## config.mk

```make
export PLATFORM = sky130hd
export DESIGN_NAME = intclk_rate_select
export DESIGN_NICKNAME = d
export VERILOG_FILES = /design/src/rtl/intclk_sel_pkg.sv /design/src/rtl/intclk_sel_ctrl.sv /design/src/rtl/intclk_sel_dp.sv /design/src/rtl/intclk_rate_select.sv
export SDC_FILE = /design/constraint.sdc
export NUM_CORES = 1
export LEC_CHECK = 0
export CAP_MARGIN = 30
export CORE_MARGIN = 4
export CORE_UTILIZATION = 45
export CTS_CLUSTER_SIZE = 14
export DETAILED_ROUTE_END_ITERATION = 8
export PLACE_DENSITY = 0.73
export REMOVE_ABC_BUFFERS = 1
export SETUP_SLACK_MARGIN = 0.05
export SYNTH_ARGS = -nofsm -noshare
export SYNTH_HDL_FRONTEND = slang
export SYNTH_SLANG_ARGS = --single-unit
export TNS_END_PERCENT = 100
```

## constraint.sdc

```tcl
create_clock -name hfClk -period 1.7 [get_ports hfClk]
set_clock_uncertainty 0.05 [all_clocks]
set_input_delay 0.34 -clock hfClk [delete_from_list [all_inputs] [get_ports hfClk]]
set_output_delay 0.34 -clock hfClk [all_outputs]
set_load 0.03 [all_outputs]
```

## src/rtl/intclk_sel_pkg.sv

```systemverilog
package intclk_sel_pkg;
  localparam int CODE_W     = 3;
  localparam int NUM_TAPS   = 2 ** CODE_W;
  localparam int DIV_STAGES = NUM_TAPS - 2;

  typedef logic [CODE_W-1:0] rateCode_t;

  localparam rateCode_t LF_CODE = '0;

  // strobes from control to datapath
  typedef struct packed {
    logic      load;   // a programmed code is waiting for the next wrap
    logic      useLf;  // waiting code routes the slow clock
    rateCode_t code;   // waiting code
  } rateStrobe_t;
endpackage

```

## src/rtl/intclk_sel_ctrl.sv

```systemverilog
module intclk_sel_ctrl
  import intclk_sel_pkg::*;
#(
  parameter rateCode_t RESET_CODE = 3'b110
) (
  input  logic        hfClk,
  input  logic        rstN,
  input  logic        selWrEn,
  input  rateCode_t   selWrData,
  input  logic        wrapTick,
  output rateCode_t   selCode,
  output logic        needsSourceSwitch,
  output rateStrobe_t strobe
);

  rateCode_t selReg;
  logic      pendingQ;

  always_ff @(posedge hfClk or negedge rstN) begin
    if (!rstN) begin
      selReg   <= RESET_CODE;
      pendingQ <= 1'b0;
    end else begin
      if (selWrEn) begin
        selReg   <= selWrData;
        pendingQ <= 1'b1;
      end else if (wrapTick) begin
        pendingQ <= 1'b0;
      end
    end
  end

  logic curIsLf;
  logic newIsLf;

  always_comb begin
    curIsLf           = (selReg == LF_CODE);
    newIsLf           = (selWrData == LF_CODE);
    needsSourceSwitch = selWrEn && (curIsLf != newIsLf);
    strobe.load       = pendingQ;
    strobe.useLf      = curIsLf;
    strobe.code       = selReg;
  end

  assign selCode = selReg;

endmodule

```

## src/rtl/intclk_sel_dp.sv

```systemverilog
module intclk_sel_dp
  import intclk_sel_pkg::*;
#(
  parameter rateCode_t RESET_CODE = 3'b110
) (
  input  logic        hfClk,
  input  logic        lfClk,
  input  logic        rstN,
  input  rateStrobe_t strobe,
  output logic        wrapTick,
  output rateCode_t   activeSel,
  output logic        clkOut
);

  typedef logic [DIV_STAGES-1:0] divCnt_t;

  divCnt_t   divCnt;
  rateCode_t actCode;
  logic      actLf;

  always_ff @(posedge hfClk or negedge rstN) begin
    if (!rstN) begin
      divCnt  <= '0;
      actCode <= RESET_CODE;
      actLf   <= (RESET_CODE == LF_CODE);
    end else begin
      divCnt <= divCnt + divCnt_t'(1);
      if (wrapTick && strobe.load) begin
        actCode <= strobe.code;
        actLf   <= strobe.useLf;
      end
    end
  end

  assign wrapTick = &divCnt;

  // tap g: 0 = undivided reference, 1..DIV_STAGES = counter bits, rest unused
  logic [NUM_TAPS-1:0] taps;

  for (genvar g = 0; g < NUM_TAPS; g++) begin : gTap
    if (g == 0) begin : gRef
      assign taps[g] = hfClk;
    end else if (g <= DIV_STAGES) begin : gDiv
      assign taps[g] = divCnt[g-1];
    end else begin : gNone
      assign taps[g] = 1'b0;
    end
  end

  rateCode_t tapSel;

  always_comb begin
    tapSel = ~actCode;  // highest code -> tap 0
    clkOut = actLf ? lfClk : taps[tapSel];
  end

  assign activeSel = actCode;

endmodule

```

## src/rtl/intclk_rate_select.sv

```systemverilog
module intclk_rate_select
  import intclk_sel_pkg::*;
#(
  parameter rateCode_t RESET_CODE = 3'b110
) (
  input  logic                                hfClk,
  input  logic                                lfClk,
  input  logic                                rstN,
  input  logic                                selWrEn,
  input  logic [intclk_sel_pkg::CODE_W-1:0]   selWrData,
  output logic [intclk_sel_pkg::CODE_W-1:0]   selCode,
  output logic [intclk_sel_pkg::CODE_W-1:0]   activeSel,
  output logic                                needsSourceSwitch,
  output logic                                clkOut
);

  rateStrobe_t strobe;
  logic        wrapTick;

  intclk_sel_ctrl #(.RESET_CODE(RESET_CODE)) u_ctrl (
    .hfClk             (hfClk),
    .rstN              (rstN),
    .selWrEn           (selWrEn),
    .selWrData         (selWrData),
    .wrapTick          (wrapTick),
    .selCode           (selCode),
    .needsSourceSwitch (needsSourceSwitch),
    .strobe            (strobe)
  );

  intclk_sel_dp #(.RESET_CODE(RESET_CODE)) u_dp (
    .hfClk     (hfClk),
    .lfClk     (lfClk),
    .rstN      (rstN),
    .strobe    (strobe),
    .wrapTick  (wrapTick),
    .activeSel (activeSel),
    .clkOut    (clkOut)
  );

endmodule

```

* Yosys cells after proc, flatten, opt, wreduce, memory -nomap -nowiden *
Index checks and enable logic that the tools add are counted.

storage, ports and cells
  bits in latches = 0
  memory bits (read-only) = 0
  memories kept = 0
  logic and storage cells = 20
  bits in registers = 14
  bits in writable memories = 0
  output and inout bits = 8
  bits of input ports = 7

operators by class
  bitwise gates (word level) = 1
  shift-type cells = 0
  div/mod/pow operators = 0
  $lt $le $gt $ge = 1
  $add $sub $neg = 1
  equality and inequality tests = 1
  multiply operators = 0
  reduce and logical (&&, ||, !) cells = 6
  mux-type cells = 5

operators by type and width
  kind                 count
  $add 6x1->6 const B  1
  $logic_not 3->1      2
  $reduce_and 6->1     1
  $lt 3x4->1 const B   1
  $mux 1               4
  $bmux 1 s3           1
  $not 3->3            1
  $logic_and 1x1->1    2
  $reduce_bool 2->1    1
  $ne 1x1->1           1

* Longest topological paths before layout *
  word-level depth = 4
  depth in mapped cells = 4
  gate-level depth less buffers = 4

* Hierarchy *
From an unflattened synthesis, not the netlist that was laid out.

second synthesis, totals
  cell total of the unflattened synthesis = 54
  area total of the unflattened synthesis = 711.9 um2

by module, submodules not included
  module           cells each  area an instance (um2)  times used  seq. area each (um2)
  intclk_sel_dp    36          496.7                   1           252.7
  intclk_sel_ctrl  18          215.2                   1           102.6

==> qor.csv <==
stage;metric;value;unit
status;status;finished, violations left;
status;violated checks;setup timing;
detailed_routing;DRC;0;
finish;fraction of layout cells with a size suffix above 1;0.571;
finish;nets@finish;93;
yosys;most used flip-flop cell after synthesis;dfrtp_1;
yosys;synth warn;0;
critical_path;required time worst endpoint;1310;ps
critical_path;flop-to-flop setup slack;130;ps
critical_path;Crit. End Element;output port;
global_route;vias in the first global route;537;
detailed_routing;DR iter-0 viols;1;
floorplanning;row cnt;13;
yosys;Synth area leaders;dfrtp_1 (37%), dfstp_2 (16%), mux2_4 (8.9%);
global_route;pin count of the biggest net entering global routing;15;
yosys;number of synthesized register bits;14;
timing;final setup fails;2;
job;Max Cap Violations;0;
detailed_routing;routed vias/inst;5.23;
critical_path;crit path launch type;flop;
yosys;post-synth top area share;0.371;
global_route;first-pass GRT wire length;2.37;mm
timing;Slew @ Worst Pin;299;ps
global_route;Total Routing Usage GR;0.171;
finish;commonest non-fill, non-tap cell in the layout;buf_4;
timing;Final Hold Fails;0;
placed_design;Placer Congestion;0.701;
floorplanning;Core Area;1350;µm²
timing;unrepaired setup endpoints after global routing;yes;
critical_path;R2R depth;5;
power_and_ir_drop;Power per Cell Area;733;nW/µm²
yosys;area leader, netlist;dfrtp_1;
timing;final worst-path cycle share;1.29;
timing;clock period minus worst slack;2190;ps
floorplanning;Initial Util;0.500;
floorplanning;Die Ht;46.7;µm
detailed_routing;final WL;1.44;mm
clock_network;clock-pin slew on the worst setup and hold paths;80;ps
min_path;Hold Crit Class;in2async;
yosys;Post-Syn Instances;50;
finish;final instance area;1020;µm²
detailed_routing;final antenna-violating net count;0;
yosys;register area share after synthesis;0.527;
placed_design;dpl cell area;911;µm²
finish;most frequent cells in the layout;buf_4 (12), dfrtp_1 (9), buf_6 (7);
power_and_ir_drop;maximum vdd drop;493;µV
floorplanning;# IOs;15;
critical_path;CP Max Fanout;2;
timing;Max Fclk;0.457;GHz
critical_path;Reg-to-Reg Start;u_dp.divCnt[0];
timing;Slew Limit Headroom;0.802;
critical_path;Worst Setup SP;u_dp.activeSel[1];
timing;count of pins over their slew limit;0;
placed_design;port bufs;14;
clock_network;CTS tree;done;
finish;# diodes;0;
critical_path;CP arrival;1800;ps
global_route;initial antenna violation count;0;
placed_design;post-DP HPWL;1.01;mm
timing;Setup WS post-layout;-487;ps
power_and_ir_drop;Leak Pwr;0.474;nW
finish;register area;357;µm²
yosys;Post-Syn Area;674;µm²
yosys;Post-synth EDFFs;0;
clock_network;Clk Latency, worst-skew pair;390;ps
finish;count of filler cells inserted in the layout;93;
yosys;Netlist cell types;23;
yosys;ys async rst share;1.00;
finish;synthesis-to-layout area growth;51.6;%
floorplanning;total die area;2180;µm²
finish;area of the multi-input gates;350;µm²
detailed_routing;Vias;518;
yosys;syn_area_per_cell;13.5;µm²
critical_path;Reg2Reg Capture Point;u_dp.actLf;
detailed_routing;drt pass-1 iters;2;
global_route;total gr overflow;0;
floorplanning;die width;46.7;µm
finish;Finished Core Util;0.757;
detailed_routing;post-detailed-route wirelength per cell;14.5;µm
critical_path;critical path class;reg2out;
[report_power, final]
group          switching (W)  internal (W)  leakage, nW
Sequential        0.00000970      0.000345        0.158
Combinational      0.0000436     0.0000484        0.265
Clock               0.000132      0.000170       0.0506
[what timing repair did]
action / 4_1_cts / 5_1_grt
setup endpoints to repair: 7 / 8
resized for setup: 32 / 18
buffers inserted: 2 / 0
gates cloned: 0 / 0
hold buffers: 0 / 0
endpoints found under the hold margin: 0 / 0
pin swaps: 4 / 0
[worst max path at each step]
stage              to  slack, ps
2_1_floorplan  clkOut       -360
3_3_place_gp   clkOut       -620
3_5_place_dp   clkOut       -620
4_1_cts        clkOut       -480
5_1_grt        clkOut       -550
6_report       clkOut       -490
[cell usage after synthesis, types with 2 or more instances]
cell     number
dfrtp_1      10
dfstp_2       4
mux2_4        4
nand2_1       4
mux2_1        3
mux2_2        3
xor2_1        3
nand3_1       2
nor3_1        2
xnor2_1       2
[state kept, by name (all words and copies together), names as in the netlist]
name,cells
u_dp.actLf,1
u_dp.divCnt,6
u_ctrl.selCode,3
u_dp.activeSel,3
u_ctrl.pendingQ,1
[cell type report]
| type | instances | area share |
|---|---|---|
| Sequential cell | 14 | 0.349 |
| Multi-Input combinational cell | 35 | 0.343 |
| Clock buffer | 8 | 0.0551 |
| Timing Repair Buffer | 26 | 0.231 |
| Inverter | 1 | 0.00367 |
| Tap cell | 15 | 0.0184 |
[routing by layer]
metal	track usage	wire length, µm
met1	0.206	627
met2	0.212	689
met3	0.0859	75
met4	0.166	48
met5	0	0
[metrics by stage]
stage	std cells	total power [W]	hold WS, ps	setup WS [ps]	setup TNS [ps]
2_1_floorplan	50	0.000388	-5.59	-361	-361
3_3_place_gp	90	0.000434	477	-619	-732
3_5_place_dp	90	0.000435	485	-619	-740
4_1_cts	99	0.000747	198	-475	-621
5_1_grt	99	0.000793	192	-547	-782
6_report	99	0.000749	190	-487	-640
[critical path: stages (launching register included)]
cell,delay [ps]
dfstp_2,560
mux2_4,300
a221oi_2,270
o31ai_2,100
buf_4,170
[kinds of logic (layout without fill, tap and decap cells)]
| kind of cell | Yosys count | count (layout) | share of synthesized area |
|---|---|---|---|
| AO/OA/AOI/OAI | 4 | 4 | 0.0538 |
| XOR/XNOR | 5 | 5 | 0.0649 |
| adder cells (fa/ha/maj) | 1 | 1 | 0.0185 |
| buffers and inverters | 1 | 35 | 0.00556 |
| flip-flops | 14 | 14 | 0.527 |
| multiplexers | 10 | 10 | 0.189 |
| AND/OR/NAND/NOR | 15 | 15 | 0.141 |
No activity file was read; power rests on OpenSTA's default activity.
